$ cat src/rtl/byte_alu_pkg.sv
package byte_alu_pkg;

  typedef enum logic [4:0] {
    OP_ADD   = 5'd0,  OP_ADDC  = 5'd1,  OP_SUB   = 5'd2,  OP_SUBB  = 5'd3,
    OP_ADDK  = 5'd4,  OP_SUBK  = 5'd5,  OP_AND   = 5'd6,  OP_OR    = 5'd7,
    OP_XOR   = 5'd8,  OP_ANDK  = 5'd9,  OP_ORK   = 5'd10, OP_XORK  = 5'd11,
    OP_NOT   = 5'd12, OP_INC   = 5'd13, OP_DEC   = 5'd14, OP_PASS  = 5'd15,
    OP_STORE = 5'd16, OP_CLRF  = 5'd17, OP_CLRW  = 5'd18, OP_ASR   = 5'd19,
    OP_SHL   = 5'd20, OP_SHR   = 5'd21, OP_ROL   = 5'd22, OP_ROR   = 5'd23,
    OP_SWAP  = 5'd24, OP_LOADK = 5'd25
  } opcode_e;

  typedef enum logic [3:0] {
    U_ZERO, U_ARITH, U_AND, U_OR, U_XOR, U_NOT, U_INC, U_DEC,
    U_A, U_W, U_ASR, U_SHL, U_SHR, U_ROL, U_ROR, U_SWAP
  } unit_e;

  typedef enum logic [1:0] {CIN_ZERO, CIN_ONE, CIN_CARRY} cin_e;
  typedef enum logic [1:0] {DST_NONE, DST_BYBIT, DST_W, DST_F} dst_e;

  localparam int FLAG_C  = 2;
  localparam int FLAG_DC = 1;
  localparam int FLAG_Z  = 0;

  typedef struct packed {
    logic       srcLit;   // operand A is the literal instead of f
    logic       invW;     // operand B is ~W (subtraction)
    cin_e       cinSel;
    unit_e      unitSel;
    dst_e       dstSel;
    logic [2:0] updMask;  // {C, DC, Z}
  } ctrl_t;

endpackage

$ cat src/rtl/byte_alu_ctrl.sv
module byte_alu_ctrl
  import byte_alu_pkg::*;
(
  input  logic [4:0] opSel,
  output ctrl_t      ctrl
);

  always_comb begin
    ctrl = '{srcLit: 1'b0, invW: 1'b0, cinSel: CIN_ZERO, unitSel: U_ZERO,
             dstSel: DST_BYBIT, updMask: 3'b000};
    case (opSel)
      OP_ADD:   begin ctrl.unitSel = U_ARITH; ctrl.updMask = 3'b111; end
      OP_ADDC:  begin ctrl.unitSel = U_ARITH; ctrl.cinSel = CIN_CARRY; ctrl.updMask = 3'b111; end
      OP_SUB:   begin ctrl.unitSel = U_ARITH; ctrl.invW = 1'b1; ctrl.cinSel = CIN_ONE; ctrl.updMask = 3'b111; end
      OP_SUBB:  begin ctrl.unitSel = U_ARITH; ctrl.invW = 1'b1; ctrl.cinSel = CIN_CARRY; ctrl.updMask = 3'b111; end
      OP_ADDK:  begin ctrl.unitSel = U_ARITH; ctrl.srcLit = 1'b1; ctrl.dstSel = DST_W; ctrl.updMask = 3'b111; end
      OP_SUBK:  begin
        ctrl.unitSel = U_ARITH; ctrl.srcLit = 1'b1; ctrl.invW = 1'b1;
        ctrl.cinSel = CIN_ONE; ctrl.dstSel = DST_W; ctrl.updMask = 3'b111;
      end
      OP_AND:   begin ctrl.unitSel = U_AND; ctrl.updMask = 3'b001; end
      OP_OR:    begin ctrl.unitSel = U_OR;  ctrl.updMask = 3'b001; end
      OP_XOR:   begin ctrl.unitSel = U_XOR; ctrl.updMask = 3'b001; end
      OP_ANDK:  begin ctrl.unitSel = U_AND; ctrl.srcLit = 1'b1; ctrl.dstSel = DST_W; ctrl.updMask = 3'b001; end
      OP_ORK:   begin ctrl.unitSel = U_OR;  ctrl.srcLit = 1'b1; ctrl.dstSel = DST_W; ctrl.updMask = 3'b001; end
      OP_XORK:  begin ctrl.unitSel = U_XOR; ctrl.srcLit = 1'b1; ctrl.dstSel = DST_W; ctrl.updMask = 3'b001; end
      OP_NOT:   begin ctrl.unitSel = U_NOT; ctrl.updMask = 3'b001; end
      OP_INC:   begin ctrl.unitSel = U_INC; ctrl.updMask = 3'b001; end
      OP_DEC:   begin ctrl.unitSel = U_DEC; ctrl.updMask = 3'b001; end
      OP_PASS:  begin ctrl.unitSel = U_A;   ctrl.updMask = 3'b001; end
      OP_STORE: begin ctrl.unitSel = U_W;   ctrl.dstSel = DST_F; end
      OP_CLRF:  begin ctrl.unitSel = U_ZERO; ctrl.dstSel = DST_F; ctrl.updMask = 3'b001; end
      OP_CLRW:  begin ctrl.unitSel = U_ZERO; ctrl.dstSel = DST_W; ctrl.updMask = 3'b001; end
      OP_ASR:   begin ctrl.unitSel = U_ASR; ctrl.updMask = 3'b101; end
      OP_SHL:   begin ctrl.unitSel = U_SHL; ctrl.updMask = 3'b101; end
      OP_SHR:   begin ctrl.unitSel = U_SHR; ctrl.updMask = 3'b101; end
      OP_ROL:   begin ctrl.unitSel = U_ROL; ctrl.updMask = 3'b100; end
      OP_ROR:   begin ctrl.unitSel = U_ROR; ctrl.updMask = 3'b100; end
      OP_SWAP:  begin ctrl.unitSel = U_SWAP; end
      OP_LOADK: begin ctrl.unitSel = U_A; ctrl.srcLit = 1'b1; ctrl.dstSel = DST_W; end
      default:  begin ctrl.dstSel = DST_NONE; end
    endcase
  end

endmodule

$ cat src/rtl/byte_alu_dp.sv
module byte_alu_dp
  import byte_alu_pkg::*;
#(
  parameter int WIDTH = 8
) (
  input  ctrl_t            ctrl,
  input  logic [WIDTH-1:0] wIn,
  input  logic [WIDTH-1:0] fIn,
  input  logic [WIDTH-1:0] litIn,
  input  logic             cIn,
  output logic [WIDTH-1:0] resNext,
  output logic             cNext,
  output logic             dcNext,
  output logic             zNext
);

  localparam int HALF = WIDTH / 2;

  logic [WIDTH-1:0] opA, opB;
  logic             carryIn;
  logic [WIDTH:0]   sum;
  logic [HALF:0]    halfSum;

  assign opA = ctrl.srcLit ? litIn : fIn;
  assign opB = ctrl.invW ? ~wIn : wIn;

  always_comb begin
    case (ctrl.cinSel)
      CIN_ONE:   carryIn = 1'b1;
      CIN_CARRY: carryIn = cIn;
      default:   carryIn = 1'b0;
    endcase
  end

  assign sum     = {1'b0, opA} + {1'b0, opB} + {{WIDTH{1'b0}}, carryIn};
  assign halfSum = {1'b0, opA[HALF-1:0]} + {1'b0, opB[HALF-1:0]} + {{HALF{1'b0}}, carryIn};

  always_comb begin
    cNext  = 1'b0;
    dcNext = halfSum[HALF];
    case (ctrl.unitSel)
      U_ARITH: begin resNext = sum[WIDTH-1:0]; cNext = sum[WIDTH]; end
      U_AND:   resNext = opA & wIn;
      U_OR:    resNext = opA | wIn;
      U_XOR:   resNext = opA ^ wIn;
      U_NOT:   resNext = ~opA;
      U_INC:   resNext = opA + 1'b1;
      U_DEC:   resNext = opA - 1'b1;
      U_A:     resNext = opA;
      U_W:     resNext = wIn;
      U_ASR:   begin resNext = {opA[WIDTH-1], opA[WIDTH-1:1]}; cNext = opA[0]; end
      U_SHL:   begin resNext = {opA[WIDTH-2:0], 1'b0}; cNext = opA[WIDTH-1]; end
      U_SHR:   begin resNext = {1'b0, opA[WIDTH-1:1]}; cNext = opA[0]; end
      U_ROL:   begin resNext = {opA[WIDTH-2:0], cIn}; cNext = opA[WIDTH-1]; end
      U_ROR:   begin resNext = {cIn, opA[WIDTH-1:1]}; cNext = opA[0]; end
      U_SWAP:  resNext = {opA[HALF-1:0], opA[WIDTH-1:HALF]};
      default: resNext = '0;
    endcase
  end

  assign zNext = (resNext == '0);

endmodule

$ cat src/rtl/byte_alu.sv
module byte_alu
  import byte_alu_pkg::*;
#(
  parameter int WIDTH = 8
) (
  input  logic             clk,
  input  logic             rstN,
  input  logic             inValid,
  input  logic [4:0]       opSel,
  input  logic             dBit,
  input  logic [WIDTH-1:0] wIn,
  input  logic [WIDTH-1:0] fIn,
  input  logic [WIDTH-1:0] litIn,
  input  logic             cIn,
  input  logic             dcIn,
  input  logic             zIn,
  output logic             outValid,
  output logic [WIDTH-1:0] result,
  output logic             wWe,
  output logic             fWe,
  output logic             cOut,
  output logic             dcOut,
  output logic             zOut,
  output logic [2:0]       flagMask
);

  ctrl_t            ctrl;
  logic [WIDTH-1:0] resNext;
  logic             cNext, dcNext, zNext;
  logic             toW, toF;

  byte_alu_ctrl u_ctrl (.opSel(opSel), .ctrl(ctrl));

  byte_alu_dp #(.WIDTH(WIDTH)) u_dp (
    .ctrl(ctrl), .wIn(wIn), .fIn(fIn), .litIn(litIn), .cIn(cIn),
    .resNext(resNext), .cNext(cNext), .dcNext(dcNext), .zNext(zNext)
  );

  assign toW = (ctrl.dstSel == DST_W) || (ctrl.dstSel == DST_BYBIT && !dBit);
  assign toF = (ctrl.dstSel == DST_F) || (ctrl.dstSel == DST_BYBIT &&  dBit);

  always_ff @(posedge clk) begin
    if (!rstN) begin
      outValid <= 1'b0;
      result   <= '0;
      wWe      <= 1'b0;
      fWe      <= 1'b0;
      cOut     <= 1'b0;
      dcOut    <= 1'b0;
      zOut     <= 1'b0;
      flagMask <= 3'b000;
    end else begin
      outValid <= inValid;
      wWe      <= inValid && toW;
      fWe      <= inValid && toF;
      if (inValid) begin
        result   <= resNext;
        flagMask <= ctrl.updMask;
        cOut     <= ctrl.updMask[FLAG_C]  ? cNext  : cIn;
        dcOut    <= ctrl.updMask[FLAG_DC] ? dcNext : dcIn;
        zOut     <= ctrl.updMask[FLAG_Z]  ? zNext  : zIn;
      end
    end
  end

endmodule

$ cat config.mk
export PLATFORM = sky130hd
export DESIGN_NAME = byte_alu
export DESIGN_NICKNAME = d
export VERILOG_FILES = /design/src/rtl/byte_alu_pkg.sv /design/src/rtl/byte_alu_ctrl.sv /design/src/rtl/byte_alu_dp.sv /design/src/rtl/byte_alu.sv
export SDC_FILE = /design/constraint.sdc
export NUM_CORES = 1
export LEC_CHECK = 0
export BUFFER_PORTS_ARGS = -buffer_cell sky130_fd_sc_hd__buf_2
export CAP_MARGIN = 20
export CELL_PAD_IN_SITES_DETAIL_PLACEMENT = 0
export CELL_PAD_IN_SITES_GLOBAL_PLACEMENT = 1
export CORE_MARGIN = 10
export CORE_UTILIZATION = 43
export DETAILED_ROUTE_END_ITERATION = 10
export GPL_ROUTABILITY_DRIVEN = 0
export PLACE_DENSITY_LB_ADDON = 0.1
export SKIP_LAST_GASP = 1
export SLEW_MARGIN = 10
export SYNTH_ARGS = -nofsm -noshare
export SYNTH_HDL_FRONTEND = slang
export SYNTH_HIERARCHICAL = 1
export SYNTH_SLANG_ARGS = --single-unit
$ cat constraint.sdc
create_clock -name clk -period 5.1 [get_ports clk]
set_input_delay 1.02 -clock clk [delete_from_list [all_inputs] [get_ports clk]]
set_output_delay 1.02 -clock clk [all_outputs]
set_load 0.01 [all_outputs]
* Word-level counts from Yosys, hierarchy flattened
Index checks and enable logic that the tools add are counted.
** Cells by class
- $add $sub $neg :: 6
- Eq/ne operators :: 45
- Multiplexer cells :: 14
- Bitwise operators :: 5
- Reduce and logical (&&, ||, !) cells :: 26
** Operators with widths (count)
- 8-bit case mux with 15 select lines :: 1
- 4-bit case mux with 15 select lines :: 1
- 5-bit == test (second input constant) :: 10
- 5-bit by 4-bit == test with 1-bit output (second input constant) :: 8
- 4-bit == test (second input constant) :: 8
- 5-bit by 3-bit == test with 1-bit output (second input constant) :: 4
- 2-bit OR reduction :: 9
- 17-bit OR reduction :: 1
- 4-bit by 3-bit == test with 1-bit output (second input constant) :: 4
- 8-bit 2-to-1 mux :: 2
- 8-bit NOT :: 2
- 3-bit case mux with 4 select lines :: 1
- 12-bit OR reduction :: 1
- 6-bit OR reduction :: 2
- 5-bit by 2-bit == test with 1-bit output (second input constant) :: 2
- 8-bit by 8-bit adder with 9-bit output :: 1
- 9-bit by 1-bit adder with 9-bit output :: 1
- 3-bit OR reduction :: 3
- 8-bit by 1-bit adder with 8-bit output (second input constant) :: 1
- 8-bit AND :: 1
- 4-bit by 2-bit == test with 1-bit output (second input constant) :: 2
- 8-bit zero test :: 1
- 8-bit bitwise OR :: 1
- 8-bit by 1-bit subtractor with 8-bit output (second input constant) :: 1
- 17 further kinds :: 28
** Storage, ports and cells
- Register bits after elaboration :: 17
- Bits of input ports :: 36
- Output and inout bits :: 17
- Word-level logic and storage cells :: 104

* Depth between registers and ports, before layout
Gate-level depths: netlist of run 1.
- Depth in word-level cells :: 9
- Gate-level depth with buffers :: 20
- Depth with buffers taken out :: 19

* Hierarchy
The synthesis of run 1 kept the hierarchy.
** By module, submodules not included
- byte_alu_dp :: times used 1, cells an instance 301, area an instance 2154.6 um^2, seq. area each 0.0 um^2
- byte_alu :: times used 1, cells an instance 56, area an instance 654.4 um^2, seq. area each 340.3 um^2
- byte_alu_ctrl :: times used 1, cells an instance 67, area an instance 456.7 um^2, seq. area each 0.0 um^2

* Worst setup path after synthesis of run 1
Ideal clock, no wire load.
- Kind :: input-to-reg
- Start point :: input opSel[4]
- End point :: register zOut
- Data arrival time :: 4528 ps
- Required time :: 5030 ps
- Setup slack :: 502 ps
- Stages :: 18
- Path through :: buf_6 > or3b_4 > a21oi_2 > a41o_1 > buf_8 > mux2i_4 > fa_1 > inv_1 > fa_1 > xnor2_1 > o41ai_1 > a41oi_1 > o221ai_1 > a21o_1 > or4bb_1 > nor4_2 > mux2i_1 > a21oi_1
** RTL lines
- start: declaration :: RTL line byte_alu.sv:9 : input logic [4:0] opSel,
- end signal: assignment :: RTL line byte_alu.sv:61 : zOut <= ctrl.updMask[FLAG_Z] ? zNext : zIn;
- end: declaration :: RTL line byte_alu.sv:23 : output logic zOut,

==> flow_summary.toml, run 1 <==
[synthesis]
netlist.area_leader.share = 0.104
synth_common_cells = "a21oi_1, nor2_1, ha_1"
synth_nets = 489
avgSynthCellArea_um2 = 7.70
synth-edff-count = 0
synth.area.top_cells = "dfxtp_1, ha_1, mux2i_1"
ys.flop_type = "dfxtp_1"
ys_seq_elements = 17
synthesis.instances = 424
yosysSeqAreaShare = 0.104
ys_types = 79
yosysWarnings = 6
netlist_area_mm2 = 0.00327
synth_top_cell_by_area = "dfxtp_1"
async_flop_share = 0

[detailed_routing]
drc = 0
drt-total-wl_mm = 10.1
wl_per_cell_um = 17.9
ant_nets = 0
first_iter_violations = 303
dr.pass1.iters = 5
detail_route.vias_per_cell = 5.94
vias = 3345

[timing]
maxSlewViolCount = 0
period_minus_slack_ns = 4.65
period_share = 0.911
slew_headroom = 0.556
setup_viol_count_final = 0
skew_ns = 0
grt_setup_unrepaired = "false"
fmax_ghz = 0.215
hold_violations = 0
worstMarginPinSlew_ns = 0.658
finalSetupTns_ns = 0

[worst_setup_path]
worstSetupStartpointType = "input pin"
criticalPathCategory = "input pin to register"
path_cells = "buf_2 -> nor2b_1 -> nand2_1 -> a21oi_1 -> inv_1 -> ha_1 -> or2_2 -> fa_1 -> inv_1 -> fa_1 -> a211oi_1 -> nor3b_1 -> or3_1 -> a21oi_1 -> a211o_1 -> or2_1 -> nor4_2 -> mux2i_1 -> a21oi_1"
crit_top_cell = "a21oi_1"
cp.required_ns = 5.28
crit_family = "simple AND/OR/NAND/NOR gates"
critical-path-slowest-cell = "fa_1"
cp_max_fo = 8
timing.critical_path.buf_inv = 3
crit_path_max_incr_delay_ns = 0.39
endpoint_kind = "register"
crit_arrival_ns = 4.83

[final_layout]
fillers = 766
final_area_mm2 = 0.00366
post-route-util = 0.500
nets = 530
regArea_um2 = 340
drive_gt1_frac = 0.224
num_antenna_cells = 0
instances_no_fill = 563
multi_input_area_mm2 = 0.00265
areaGrowthSynthToFinish_pct = 12.2

[die]
io_pins = 53
die_h_um = 107
initial_core_util = 0.445
core_area_mm2 = 0.00733
dieArea_mm2 = 0.0115
rows = 31
die_w_um = 107

[pwr]
p_switching_uw = 308
p_int_uw = 378
power_density_mw_per_mm2 = 187
peakVddDrop_mv = 0.215
swShare = 0.448
seq_power_share = 0.221
p_comb_frac = 0.635
cellLeakagePower_nw = 1.57
clock_power_share = 0.144

[global_route]
grt_use_total = 0.168
overflow = 0
use_met1 = 0.244
grt_pass1_vias = 3116
grt_max_degree = 52
antenna_found_initial = 0
grt-busiest-layer = "met2"
grt_pass1_wl_mm = 16.3
grtUsageMet2 = 0.257
met3_usage = 0.0293

[clocking]
clock-sinks = 17
cts-resized-gates = 0
clock_path_buffers = 2
cts_buffers = 3
cts_tree = "built"
cts_hold_buf = 0
post_cts_buffers = 0
root_buffer = "clkbuf_8"
clk_latency_ns = 0.25
cts.clk_slew.worst_paths_ns = 0.06
ctsHtreeMaxLevel = 1

[placement]
dpl_cell_area_mm2 = 0.00362
dp_hpwl_mm = 7.60
dpl.cell_count = 559
io_buffers = 52

[job]
maxCapViolCount = 0

[status]
outcome = "completed"

[worst_hold_path]
worstHoldPathType = "register to register"
==> routing by layer <==
metal  vias up  wire length [um]
met3        11               823
li1       1654                 -
met1      1541              4780
met5         -                 0
met2       139              4360
met4         0                91
==> flip-flops by register name, indices dropped and copies added, names as in the netlist <==
signal and count:
wWe 1, zOut 1, flagMask 3, dcOut 1
outValid 1, fWe 1, result 8, cOut 1
==> final cells by class <==
cell class	instances	area share
clock buffer	4	0.0123
inverter	25	0.0263
multi-input combinational	346	0.723
tap	99	0.0338
timing repair buffer	72	0.112
sequential	17	0.0929
==> power by group through the flow <==
stage / Combinational [mW] / Clock, mW / Sequential [mW]
after CTS: 0.432 / 0.102 / 0.151
after global routing: 0.480 / 0.107 / 0.153
after detailed placement: 0.430 / 0 / 0.154
after floorplan: 0.303 / 0 / 0.160
final: 0.436 / 0.0988 / 0.151
after global placement: 0.431 / 0 / 0.154
==> worst min-delay path, stage by stage (launching register included) <==
cell,delay [ns]
dfxtp_1,0.32
mux2i_1,0.06
nor2b_1,0.09
==> cell families after synthesis <==
logic type,Yosys count,share of synthesized area
compound gates,132,0.283
xor+xnor,19,0.0510
fa+ha+maj,29,0.116
buf+inv,61,0.0923
flops,17,0.104
mux,26,0.110
simple gates,140,0.244
==> worst paths after layout <==
kind | from | slack [ns] | to | cells past startpoint
worst max-delay path | opSel[0] | 0.45 | zOut | 19
worst min-delay path | result[7] | 0.52 | result[7] | 2
worst max register to register | result[1] | 4.45 | result[1] | 2
worst min register to register | result[7] | 0.52 | result[7] | 2
==> through the flow <==
| stage | hold WS, ns | power (mW) | setup slack (ns) |
|---|---|---|---|
| after detailed placement | 0.502 | 0.584 | 0.164 |
| after floorplan | 0.538 | 0.463 | 0.502 |
| after CTS | 0.523 | 0.685 | 0.437 |
| after global placement | 0.495 | 0.584 | 0.201 |
| after global routing | 0.543 | 0.740 | 0.0930 |
| final | 0.518 | 0.686 | 0.455 |
==> layout by cell type (no fill, tap or decap), drive strengths merged, types with 4 or more instances in the layout <==
cell type	instances
buf	72
a21oi	29
nor2	28
o21ai	28
ha	27
inv	25
nor2b	22
mux2i	22
nand2	20
dfxtp	17
nor3	10
xor2	10
nand2b	9
xnor2	9
nand3b	8
o22ai	7
nand3	7
o31ai	6
nor4	6
nand4b	5
a41oi	5
nor3b	4
o21a	4
a31oi	4
a32oi	4
o221ai	4
o2111ai	4
clkbuf	4
and2	4
o41ai	4
(Power assumes the default switching activity.)
==> run 2: changes to the inputs <==
--- a/config.mk
+++ b/config.mk
@@ -14,6 +14,7 @@
 export DETAILED_ROUTE_END_ITERATION = 10
 export GPL_ROUTABILITY_DRIVEN = 0
 export PLACE_DENSITY_LB_ADDON = 0.1
+export REMOVE_ABC_BUFFERS = 1
 export SKIP_LAST_GASP = 1
 export SLEW_MARGIN = 10
 export SYNTH_ARGS = -nofsm -noshare
==> flow_summary.toml, run 2 (synthesis gave the netlist of run 1 again) <==
[global_route]
overflow = 0
antenna_found_initial = 0
grt_use_total = 0.170
grt_max_degree = 45
grt_pass1_wl_mm = 16.3
grt_pass1_vias = 3158

[worst_setup_path]
cp.required_ns = 5.28
crit_arrival_ns = 4.78
worstSetupStartpointType = "input pin"
regToRegSetupSlack_ns = 4.48
reg2reg_from = "cOut"
criticalPathCategory = "input pin to register"
reg2regPathDepth = 2
cp_max_fo = 10
endpoint_kind = "register"
r2r-end = "cOut"
critical-path-slowest-cell = "or4bb_1"
path_cells = "buf_2 -> or3b_4 -> a21oi_2 -> a41o_1 -> buf_4 -> mux2i_4 -> inv_2 -> fa_1 -> xnor2_1 -> o41ai_1 -> a41oi_1 -> o221ai_1 -> a21o_1 -> or4bb_1 -> nor4_2 -> mux2i_1 -> a21oi_1"
crit_path_max_incr_delay_ns = 0.53

[clocking]
cts_buffers = 3
clock-sinks = 17
cts_tree = "built"
clk_latency_ns = 0.25
cts-resized-gates = 0
ctsHtreeMaxLevel = 1
cts.clk_slew.worst_paths_ns = 0.06
post_cts_buffers = 0
cts_hold_buf = 0
clock_path_buffers = 2
root_buffer = "clkbuf_8"

[timing]
finalSetupTns_ns = 0
period_minus_slack_ns = 4.59
fin_ws_ns = 0.505
hold_violations = 0
setup_viol_count_final = 0
maxSlewViolCount = 0
worstMarginPinSlew_ns = 0.649
fmax_ghz = 0.218
skew_ns = 0
slew_headroom = 0.562
period_share = 0.901
grt_setup_unrepaired = "false"
fin_worst_hold_slack_ns = 0.513

[final_layout]
top_regs = "result: 8 flops, flagMask: 3 flops"
drive_gt1_frac = 0.231
post-route-util = 0.503
top_register = "result"
nets = 533
multi_input_area_mm2 = 0.00265
largest_reg_flops = 8
final_common_cell = "buf_2"
areaGrowthSynthToFinish_pct = 12.9
num_antenna_cells = 0
regArea_um2 = 340
fillers = 735
most-common-layout-cells = "buf_2, a21oi_1, nor2_1, ha_1, o21ai_0"

[die]
die_w_um = 107
dieArea_mm2 = 0.0115
initial_core_util = 0.445
core_area_mm2 = 0.00733
io_pins = 53
rows = 31
die_h_um = 107

[detailed_routing]
vias = 3377
drc = 0
dr.pass1.iters = 7
first_iter_violations = 146
wl_per_cell_um = 18.2
ant_nets = 0
drt-total-wl_mm = 10.3
detail_route.vias_per_cell = 5.97

[pwr]
peakVddDrop_mv = 0.185
finalPower_uw = 689
cellLeakagePower_nw = 1.59
power_density_mw_per_mm2 = 187

[worst_hold_path]
worstHoldPathType = "register to register"
hp-start = "flagMask[0]"
hold_end = "flagMask[0]"
hold_depth = 2

[placement]
io_buffers = 52
dp_hpwl_mm = 7.98
place_ws_ns = 0.210

[status]
outcome = "completed"

[job]
maxCapViolCount = 0
-- run 2: cell types whose count changed in the layout (fill, tap and decap cells not counted), sizes merged --
cell	change
clkinv	+1
clkbuf	-1
buf	+3
-- run 2: critical path: cells and delay by family --
| kind | cells | cell delay [ns] |
|---|---|---|
| xor gates and xnor gates | 1 | 0.16 |
| adders and majority gates | 1 | 0.48 |
| muxes | 2 | 0.37 |
| and+or+nand+nor | 3 | 1.10 |
| AOI/OAI and AO/OA | 7 | 1.08 |
| buffers and inverters | 3 | 0.57 |
-- run 2: worst max path at each step --
stage                  start   end  slack (ns)  cells after the start
global route        opSel[0]  zOut        0.16                     19
detailed placement  opSel[4]  zOut        0.21                     17
floorplan           opSel[4]  zOut       -1.95                     13
CTS                 opSel[4]  zOut        0.45                     17
finish              opSel[4]  zOut        0.51                     17
global placement    opSel[3]  zOut        0.26                     17
-- run 2: through the flow --
| step | instance area [um2] | cells |
|---|---|---|
| 3_5_place_dp | 3640 | 562 |
| 4_1_cts | 3690 | 566 |
| 5_1_grt | 3690 | 566 |
| 6_report | 3690 | 566 |
| 2_1_floorplan | 3060 | 388 |
| 3_3_place_gp | 3640 | 562 |
-- run 2: routing by layer --
metal / track usage / wire, um
met1: 0.227 / 4600
met2: 0.289 / 5020
met3: 0.0234 / 621
met4: 0.0184 / 42
met5: 0 / 0
-- run 2: area by class of cell --
cell class / instances / share of cell area
clock buffers: 3 / 0.0112
clock inverters: 1 / 0.00136
inverters: 25 / 0.0261
multi-input cells: 346 / 0.718
flip-flops and latches: 17 / 0.0923
well taps: 99 / 0.0336
repair buffers: 75 / 0.117
-- run 2: power by group --
| group | switching [mW] | leakage [nW] | internal (mW) |
|---|---|---|---|
| sequential | 0.00511 | 0.140 | 0.145 |
| clock | 0.0457 | 0.0255 | 0.0542 |
| combinational | 0.259 | 1.43 | 0.180 |
